$ cat src/rtl/irq_ctrl_pkg.sv
package irq_ctrl_pkg;

  typedef enum logic [1:0] {
    GRANT_NONE = 2'd0,
    GRANT_HIGH = 2'd1,
    GRANT_LOW  = 2'd2
  } grant_e;

  typedef struct packed {
    logic gie_hi;
    logic gie_lo;
    logic nest_hi;
    logic nest_lo;
  } lvl_state_t;

  localparam lvl_state_t LVL_RESET = '{gie_hi: 1'b0, gie_lo: 1'b0, nest_hi: 1'b0, nest_lo: 1'b0};

endpackage

$ cat src/rtl/irq_flag_bank.sv
module irq_flag_bank #(
  parameter int NUM_SRC = 8
) (
  input  logic               clk,
  input  logic               rst_n,
  input  logic [NUM_SRC-1:0] evt_i,
  input  logic [NUM_SRC-1:0] clr_i,
  output logic [NUM_SRC-1:0] flag_o
);

  for (genvar i = 0; i < NUM_SRC; i++) begin : g_flag
    logic flag_q;
    logic flag_d;
    logic flag_en;

    always_comb begin
      flag_en = evt_i[i] | clr_i[i];
      flag_d  = evt_i[i];
    end

    always_ff @(posedge clk or negedge rst_n) begin
      if (!rst_n) begin
        flag_q <= 1'b0;
      end else if (flag_en) begin
        flag_q <= flag_d;
      end
    end

    assign flag_o[i] = flag_q;

    AST_FLAG_SET: assert property (@(posedge clk) disable iff (!rst_n)
      evt_i[i] |=> flag_o[i]);
    AST_FLAG_CLR: assert property (@(posedge clk) disable iff (!rst_n)
      (clr_i[i] && !evt_i[i]) |=> !flag_o[i]);
    AST_FLAG_HOLD: assert property (@(posedge clk) disable iff (!rst_n)
      (!clr_i[i] && !evt_i[i]) |=> $stable(flag_o[i]));
  end

endmodule

$ cat src/rtl/irq_qualify.sv
module irq_qualify #(
  parameter int               NUM_SRC     = 8,
  parameter logic [NUM_SRC-1:0] PERIPH_MASK = '0
) (
  input  logic [NUM_SRC-1:0] flag_i,
  input  logic [NUM_SRC-1:0] en_i,
  input  logic [NUM_SRC-1:0] pri_i,
  input  logic               prio_mode_i,
  input  logic               gie_hi_i,
  input  logic               gie_lo_i,
  input  logic               nest_hi_i,
  output logic               req_hi_o,
  output logic               req_lo_o
);

  logic [NUM_SRC-1:0] armed;
  logic [NUM_SRC-1:0] want_hi;
  logic [NUM_SRC-1:0] want_lo;
  logic [NUM_SRC-1:0] legacy_ok;

  for (genvar i = 0; i < NUM_SRC; i++) begin : g_src
    assign armed[i] = flag_i[i] & en_i[i];

    if (PERIPH_MASK[i]) begin : g_periph
      assign legacy_ok[i] = gie_lo_i;
    end else begin : g_core
      assign legacy_ok[i] = 1'b1;
    end

    assign want_hi[i] = prio_mode_i ? (armed[i] & pri_i[i]) : (armed[i] & legacy_ok[i]);
    assign want_lo[i] = prio_mode_i & armed[i] & ~pri_i[i];
  end

  always_comb begin
    req_hi_o = gie_hi_i & (|want_hi);
    req_lo_o = gie_lo_i & ~nest_hi_i & (|want_lo);
  end

endmodule

$ cat src/rtl/irq_level_seq.sv
module irq_level_seq
  import irq_ctrl_pkg::*;
#(
  parameter int               VEC_W  = 16,
  parameter logic [VEC_W-1:0] HI_VEC = 16'h0008,
  parameter logic [VEC_W-1:0] LO_VEC = 16'h0018
) (
  input  logic             clk,
  input  logic             rst_n,
  input  logic             req_hi_i,
  input  logic             req_lo_i,
  input  logic             reti_i,
  input  logic             ctl_wr_i,
  input  logic [1:0]       ctl_wdata_i,
  output logic             take_o,
  output logic [VEC_W-1:0] vector_o,
  output logic             gie_hi_o,
  output logic             gie_lo_o,
  output logic             nest_hi_o,
  output logic             nest_lo_o
);

  lvl_state_t       st_q;
  lvl_state_t       st_d;
  grant_e           grant;
  logic             take_q;
  logic             take_d;
  logic [VEC_W-1:0] vec_q;
  logic [VEC_W-1:0] vec_d;
  logic             vec_en;

  always_comb begin
    st_d  = st_q;
    grant = GRANT_NONE;

    if (ctl_wr_i) begin
      st_d.gie_hi = ctl_wdata_i[1];
      st_d.gie_lo = ctl_wdata_i[0];
    end

    if (reti_i) begin
      if (st_q.nest_hi) begin
        st_d.nest_hi = 1'b0;
        st_d.gie_hi  = 1'b1;
      end else if (st_q.nest_lo) begin
        st_d.nest_lo = 1'b0;
        st_d.gie_lo  = 1'b1;
      end
    end else if (req_hi_i) begin
      grant = GRANT_HIGH;
    end else if (req_lo_i) begin
      grant = GRANT_LOW;
    end

    case (grant)
      GRANT_HIGH: begin
        st_d.gie_hi  = 1'b0;
        st_d.nest_hi = 1'b1;
      end
      GRANT_LOW: begin
        st_d.gie_lo  = 1'b0;
        st_d.nest_lo = 1'b1;
      end
      default: ;
    endcase

    take_d = (grant != GRANT_NONE);
    vec_en = take_d;
    vec_d  = (grant == GRANT_LOW) ? LO_VEC : HI_VEC;
  end

  always_ff @(posedge clk or negedge rst_n) begin
    if (!rst_n) begin
      st_q   <= LVL_RESET;
      take_q <= 1'b0;
    end else begin
      st_q   <= st_d;
      take_q <= take_d;
    end
  end

  always_ff @(posedge clk or negedge rst_n) begin
    if (!rst_n) begin
      vec_q <= '0;
    end else if (vec_en) begin
      vec_q <= vec_d;
    end
  end

  assign take_o    = take_q;
  assign vector_o  = vec_q;
  assign gie_hi_o  = st_q.gie_hi;
  assign gie_lo_o  = st_q.gie_lo;
  assign nest_hi_o = st_q.nest_hi;
  assign nest_lo_o = st_q.nest_lo;

  AST_HI_TAKE_MASKS_LEVEL: assert property (@(posedge clk) disable iff (!rst_n)
    (take_o && vector_o == HI_VEC) |-> (!gie_hi_o && nest_hi_o));
  AST_LO_TAKE_MASKS_LEVEL: assert property (@(posedge clk) disable iff (!rst_n)
    (take_o && vector_o == LO_VEC) |-> (!gie_lo_o && nest_lo_o));
  AST_NOTHING_AFTER_HI_TAKE: assert property (@(posedge clk) disable iff (!rst_n)
    (take_o && vector_o == HI_VEC) |=> !take_o);
  AST_LO_NOT_INSIDE_HI: assert property (@(posedge clk) disable iff (!rst_n)
    (take_o && vector_o == LO_VEC) |-> !$past(nest_hi_o));
  AST_RETI_POPS_HI: assert property (@(posedge clk) disable iff (!rst_n)
    (reti_i && nest_hi_o) |=> (!nest_hi_o && gie_hi_o && !take_o));
  AST_RETI_IDLE_NOP: assert property (@(posedge clk) disable iff (!rst_n)
    (reti_i && !nest_hi_o && !nest_lo_o && !ctl_wr_i) |=>
      ($stable({gie_hi_o, gie_lo_o}) && !take_o && !nest_hi_o && !nest_lo_o));

endmodule

$ cat src/rtl/irq_prio_ctrl.sv
module irq_prio_ctrl #(
  parameter int                 NUM_SRC     = 8,
  parameter logic [NUM_SRC-1:0] PERIPH_MASK = 8'hF0,
  parameter int                 VEC_W       = 16,
  parameter logic [VEC_W-1:0]   HI_VEC      = 16'h0008,
  parameter logic [VEC_W-1:0]   LO_VEC      = 16'h0018
) (
  input  logic               clk,
  input  logic               rst_n,
  input  logic [NUM_SRC-1:0] src_evt_i,
  input  logic [NUM_SRC-1:0] flag_clr_i,
  input  logic [NUM_SRC-1:0] src_en_i,
  input  logic [NUM_SRC-1:0] src_pri_i,
  input  logic               prio_mode_i,
  input  logic               ctl_wr_i,
  input  logic [1:0]         ctl_wdata_i,
  input  logic               reti_i,
  output logic               irq_take_o,
  output logic [VEC_W-1:0]   irq_vector_o,
  output logic [NUM_SRC-1:0] flag_o,
  output logic               gie_hi_o,
  output logic               gie_lo_o,
  output logic               nest_hi_o,
  output logic               nest_lo_o
);

  localparam int SYNC_STAGES = 2;

  logic [SYNC_STAGES-1:0] rst_sync_q;
  logic                   rst_int_n;
  logic                   req_hi;
  logic                   req_lo;

  always_ff @(posedge clk or negedge rst_n) begin
    if (!rst_n) begin
      rst_sync_q <= '0;
    end else begin
      rst_sync_q <= {rst_sync_q[SYNC_STAGES-2:0], 1'b1};
    end
  end

  assign rst_int_n = rst_sync_q[SYNC_STAGES-1];

  irq_flag_bank #(.NUM_SRC(NUM_SRC)) u_flags (
    .clk    (clk),
    .rst_n  (rst_int_n),
    .evt_i  (src_evt_i),
    .clr_i  (flag_clr_i),
    .flag_o (flag_o)
  );

  irq_qualify #(.NUM_SRC(NUM_SRC), .PERIPH_MASK(PERIPH_MASK)) u_qual (
    .flag_i      (flag_o),
    .en_i        (src_en_i),
    .pri_i       (src_pri_i),
    .prio_mode_i (prio_mode_i),
    .gie_hi_i    (gie_hi_o),
    .gie_lo_i    (gie_lo_o),
    .nest_hi_i   (nest_hi_o),
    .req_hi_o    (req_hi),
    .req_lo_o    (req_lo)
  );

  irq_level_seq #(.VEC_W(VEC_W), .HI_VEC(HI_VEC), .LO_VEC(LO_VEC)) u_seq (
    .clk         (clk),
    .rst_n       (rst_int_n),
    .req_hi_i    (req_hi),
    .req_lo_i    (req_lo),
    .reti_i      (reti_i),
    .ctl_wr_i    (ctl_wr_i),
    .ctl_wdata_i (ctl_wdata_i),
    .take_o      (irq_take_o),
    .vector_o    (irq_vector_o),
    .gie_hi_o    (gie_hi_o),
    .gie_lo_o    (gie_lo_o),
    .nest_hi_o   (nest_hi_o),
    .nest_lo_o   (nest_lo_o)
  );

  AST_LO_VEC_NEEDS_MODE: assert property (@(posedge clk) disable iff (!rst_int_n)
    (irq_take_o && irq_vector_o == LO_VEC) |-> $past(prio_mode_i));
  AST_NO_TAKE_WHEN_UNARMED: assert property (@(posedge clk) disable iff (!rst_int_n)
    ((flag_o & src_en_i) == '0 && !reti_i) |=> !irq_take_o);

endmodule

$ cat config.mk
export PLATFORM = sky130hd
export DESIGN_NAME = irq_prio_ctrl
export DESIGN_NICKNAME = d
export VERILOG_FILES = /design/src/rtl/irq_ctrl_pkg.sv /design/src/rtl/irq_flag_bank.sv /design/src/rtl/irq_qualify.sv /design/src/rtl/irq_level_seq.sv /design/src/rtl/irq_prio_ctrl.sv
export SDC_FILE = /design/constraint.sdc
export NUM_CORES = 1
export LEC_CHECK = 0
export BUFFER_PORTS_ARGS = -buffer_cell sky130_fd_sc_hd__buf_2
export CORE_ASPECT_RATIO = 1.25
export CORE_MARGIN = 4
export CORE_UTILIZATION = 40
export DETAILED_ROUTE_END_ITERATION = 16
export PLACE_DENSITY = 0.88
export SLEW_MARGIN = 15
export SYNTH_ARGS = -nofsm -noshare
export SYNTH_HDL_FRONTEND = slang
export SYNTH_SLANG_ARGS = --single-unit
$ cat constraint.sdc
create_clock -name clk -period 0.8 [get_ports clk]
set_input_delay 0.16 -clock clk [delete_from_list [all_inputs] [get_ports clk]]
set_output_delay 0.16 -clock clk [all_outputs]
set_load 0.01 [all_outputs]
# Word-level counts from Yosys, hierarchy flattened
# Cells that the tools add are included.
# classes
n_eq_ne,3
muxes,22
n_bitwise,56
n_reduce_logical,6
# ops
operator,count
$and A1 B1 Y1,39
$mux W1,16
$reduce_or A8 Y1,2
$not A1 Y1,9
$mux W2,4
$or A1 B1 Y1,8
$reduce_bool A2 Y1,3
$mux W5,1
$mux W4,1
$eq A2 B1 Y1 const B,1
$eq A2 B2 Y1 const B,1
$ne A2 B2 Y1 const B,1
$reduce_and A2 Y1,1
# totals
ff_bits,31
input_bits,39
out_inout_bits,29
elab_cells,102

# Longest topological paths before layout
# depth
word_depth,11
ltp_mapped,6
ltp_nobuf,5

# Modules after synthesis
# A second synthesis with hierarchy kept.
# unflattened
hier_cells,109
area_unflattened_um2,959.7
# by_module_without_submodules
mod,n_inst,cells_each,area_per_inst_um2,seq_area_each_um2
irq_level_seq,1,41,387.9,175.2
irq_flag_bank,1,32,350.3,200.2
irq_qualify,1,33,167.7,0.0
irq_prio_ctrl,1,3,53.8,50.0

# Worst setup path after synthesis
# Ideal clock, no wire load.
# synth_path
kind,reg-to-reg
from,register u_flags.g_flag[5].flag_q
to,"register u_seq.st_q, in the netlist u_seq.gie_lo_o"
setup_time_ps,79
arrival_ps,1339
required_ps,721
slack_ps,-619
stages_incl_launch_ff,6
n_path_buf,0
period_less_slack_ps,1419
path_cell_list,dfrtp_1 -> nand2_1 -> o22ai_1 -> or4_1 -> nand4_1 -> a2bb2oi_1
# synth_lines
element,line,source
"start, declared",irq_flag_bank.sv:12,logic flag_q;
"start signal, assigned",irq_flag_bank.sv:25,flag_q <= flag_d;
"end signal, assigned",irq_level_seq.sv:77,st_q <= st_d;
"end, declared",irq_level_seq.sv:23,lvl_state_t st_q;

# Worst setup path after layout
# layout_path
from,register u_flags.g_flag[7].flag_q
to,register u_seq.vec_q[3] (netlist: u_seq.vector_o[3])
# layout_via
elab_chain_cells,9
word_cells_on_any_way,14
classes_between,mux: 4; bitwise: 7; reduce/logical: 3
# layout_rtl
element,line,source
"start, declared",irq_flag_bank.sv:12,
"start signal, assigned",irq_flag_bank.sv:25,
$and A1 B1 Y1 *,irq_qualify.sv:22,assign armed[i] = flag_i[i] & en_i[i];
$and A1 B1 Y1 (2 in a row),irq_qualify.sv:31,assign want_lo[i] = prio_mode_i & armed[i] & ~pri_i[i];
$reduce_or A8 Y1,irq_qualify.sv:36,req_lo_o = gie_lo_i & ~nest_hi_i & (|want_lo);
$and A1 B1 Y1,irq_qualify.sv:36,
$mux W2,irq_level_seq.sv:51,end else if (req_lo_i) begin
$mux W2 *,irq_level_seq.sv:49,end else if (req_hi_i) begin
$mux W2 *,irq_level_seq.sv:41,if (reti_i) begin
$reduce_bool A2 Y1 *,irq_level_seq.sv:67,take_d = (grant != GRANT_NONE);
"end signal, assigned",irq_level_seq.sv:86,vec_q <= vec_d;
"end, declared",irq_level_seq.sv:28,logic [VEC_W-1:0] vec_q;
# Mark *: on every way between the ends. The rest lies on a longest branch, timed or not.
# A chain may end at the register's enable or synchronous reset.

==> metrics.cfg <==
[clock_tree]
cts.sink_count = 17
clock_path_buffers = 2
htreeDepth = 1
clk_pin_slew_worst_paths_ns = 0.10
cts_tree = done
clkLatencyLatePin_ns = 0.29
cts_made_buffers = 3
cts_root_buffer = clkbuf_4

[routing]
drt-total-wl_um = 3160
drt_iter0_markers = 46
dr.pass1.iters = 4
remaining_drc_errors = 0
viasPerCell = 4.85
vias = 1023
antenna_left = 0
drt-wirelength-per-cell_um = 15.0

[sta]
setup_viol = 29
setup-tns-final_ns = -9.81
rsz0062_at_grt = true
finalHoldViolations = 0
skew_ns = 0.00199
clock.fmax_ghz = 0.640
timing.final.crit_share = 1.95
drv_slew = 0
fin_crit_ns = 1.56
fin_ws_ns = -0.763

[synth]
yosysWarnings = 0
synth.distinct_cells = 25
synth-seq-cells = 17
ys_seq_area_frac = 0.421
synth_area_um2 = 1010
synthCells = 104
syn_avg_cell_area_um2 = 9.72

[floorplan]
row_count = 20
die_area_um2 = 3400
core_area_um2 = 2430
die_x_um = 53.0
die_h_um = 64.2
initial_core_util = 0.416
design.portCount = 68

[layout]
drive_above_1_share = 0.528
mostFrequentLayoutCells = 41 x buf_2, 25 x buf_6, 17 x dfrtp_1
n_antenna_cell = 0
final_common_cell = buf_2
nets = 218
syn_to_final_growth_pct = 56.3

[placement]
io_buffers = 53
dp_hpwl_um = 2060
preCtsSetupSlack_ns = -0.709
place.gp.congestion = 0.805

[outcome]
violations = setup timing
outcome = complete, but fails checks

[global_route]
grt_antenna_before_repair = 0
track_usage = 0.171
grt_pass1_vias = 990
grt_max_degree = 16
grt_pass1_wl_um = 4240
grt.overflow.total = 0

[power]
power.density_nw_per_um2 = 1640
p_int_mw = 1.76
p_comb_frac = 0.421
ir_worst_vdd_uv = 937
p_leak_nw = 0.872
switching_share = 0.321
switchingPower_uw = 832
seq_power_share = 0.399
p_clk_frac = 0.180

[min_path]
worstHoldPathCells = 2
hp-class = in2reg

[setup_path]
ff2ff_path_depth = 5
path_class = reg2reg
crit_path_end_kind = register
worstPathArrival_ns = 1.73
path_max_fanout = 5
cp-start-kind = register
crit_required_ns = 0.97

[job]
drv_cap = 0

[final timing paths]
kind	end	from	slack (ns)
worst max register to register	u_seq.vector_o[3]	u_flags.g_flag[7].flag_q	-0.76
min in group asynchronous	rst_sync_q[0]	rst_n	0.18
worst min-delay path	u_flags.g_flag[4].flag_q	src_evt_i[4]	0.04
worst max-delay path	u_seq.vector_o[3]	u_flags.g_flag[7].flag_q	-0.76
worst min register to register	u_flags.g_flag[5].flag_q	rst_sync_q[1]	0.19
max in group asynchronous	u_flags.g_flag[3].flag_q	rst_sync_q[1]	0.44
[worst max-delay path, cell delays in order (launching register included)]
cell      delay (ns)
dfrtp_1         0.41
nand2_2         0.08
o22ai_2         0.07
or4_1           0.51
nand4_1         0.23
o221ai_2        0.13
[stage by stage]
stage                     hold WS (ns)  utilization  instance area (um^2)  power, mW  instances
final                           0.0378        0.651                  1580       2.59        211
after CTS                       0.0346        0.621                  1510       2.47        208
after detailed placement       -0.0529        0.537                  1300       1.81        195
after floorplan                 -0.136            -                  1060       1.52        117
after global routing            0.0391        0.651                  1580       2.74        211
after global placement         -0.0544        0.537                  1300       1.79        195
[registers in the layout (all words and copies together), names as in the netlist]
register / flops
u_seq.nest_lo_o: 1
u_seq.vector_o: 2
rst_sync_q: 2
u_seq.gie_hi_o: 1
u_seq.gie_lo_o: 1
u_seq.take_o: 1
u_seq.nest_hi_o: 1
u_flags.g_flag.flag_q: 8
[metal layers]
| metal | wire (um) | global-route usage | vias up |
|---|---|---|---|
| met4 | 130 | 0.0927 | 0 |
| met2 | 1760 | 0.314 | 58 |
| met5 | 0 | 0 | - |
| met1 | 1070 | 0.185 | 486 |
| met3 | 203 | 0.0140 | 13 |
| li1 | - | - | 466 |
[logic make-up after synthesis]
kind of cell,share of synthesized area
AND/OR/NAND/NOR,0.100
buffers and inverters,0.215
other,0.00743
AO/OA/AOI/OAI,0.197
flip-flops,0.421
multiplexers,0.0594
[power groups by stage]
stage	logic [mW]	registers (mW)	clock network, mW
after global routing	1.17	1.05	0.519
after floorplan	0.423	1.10	0
after global placement	0.754	1.04	0
after CTS	0.975	1.02	0.475
final	1.09	1.04	0.466
after detailed placement	0.767	1.04	0
[repair_timing]
| item | in CTS | in global routing |
|---|---|---|
| endpoints found under the hold margin | 2 | 0 |
| pin swaps | 10 | 4 |
| buffers inserted | 11 | 7 |
| hold buffers | 1 | 0 |
| setup endpoints to repair | 22 | 29 |
| resized for setup | 22 | 14 |
[final cells by class]
| type | count | area (um^2) |
|---|---|---|
| well taps | 33 | 41.3 |
| fillers | 187 | 847 |
| clock inverters | 1 | 5.00 |
| multi-input cells | 66 | 450 |
| repair buffers | 80 | 594 |
| clock buffers | 3 | 22.5 |
| inverters | 11 | 41.3 |
| flip-flops and latches | 17 | 425 |
[synthesized netlist by cell type (all sizes together)]
cell type  instances  share of area
nor2b              2          0.012
or4                1         0.0074
a2bb2oi            1         0.0087
inv               11          0.041
o21ai              4          0.020
or3                1         0.0062
nand3b             1         0.0074
nand2              9          0.033
buf               23           0.17
mux2i              6          0.059
and2b              2          0.015
o22a               2          0.026
nand4              1         0.0062
dfrtp             17           0.42
o221ai             2          0.024
and2               1         0.0062
o211a              1         0.0099
a21o               8          0.059
conb               2         0.0074
or2                1         0.0062
o22ai              8          0.050
No activity file was read; power rests on OpenSTA's default activity.
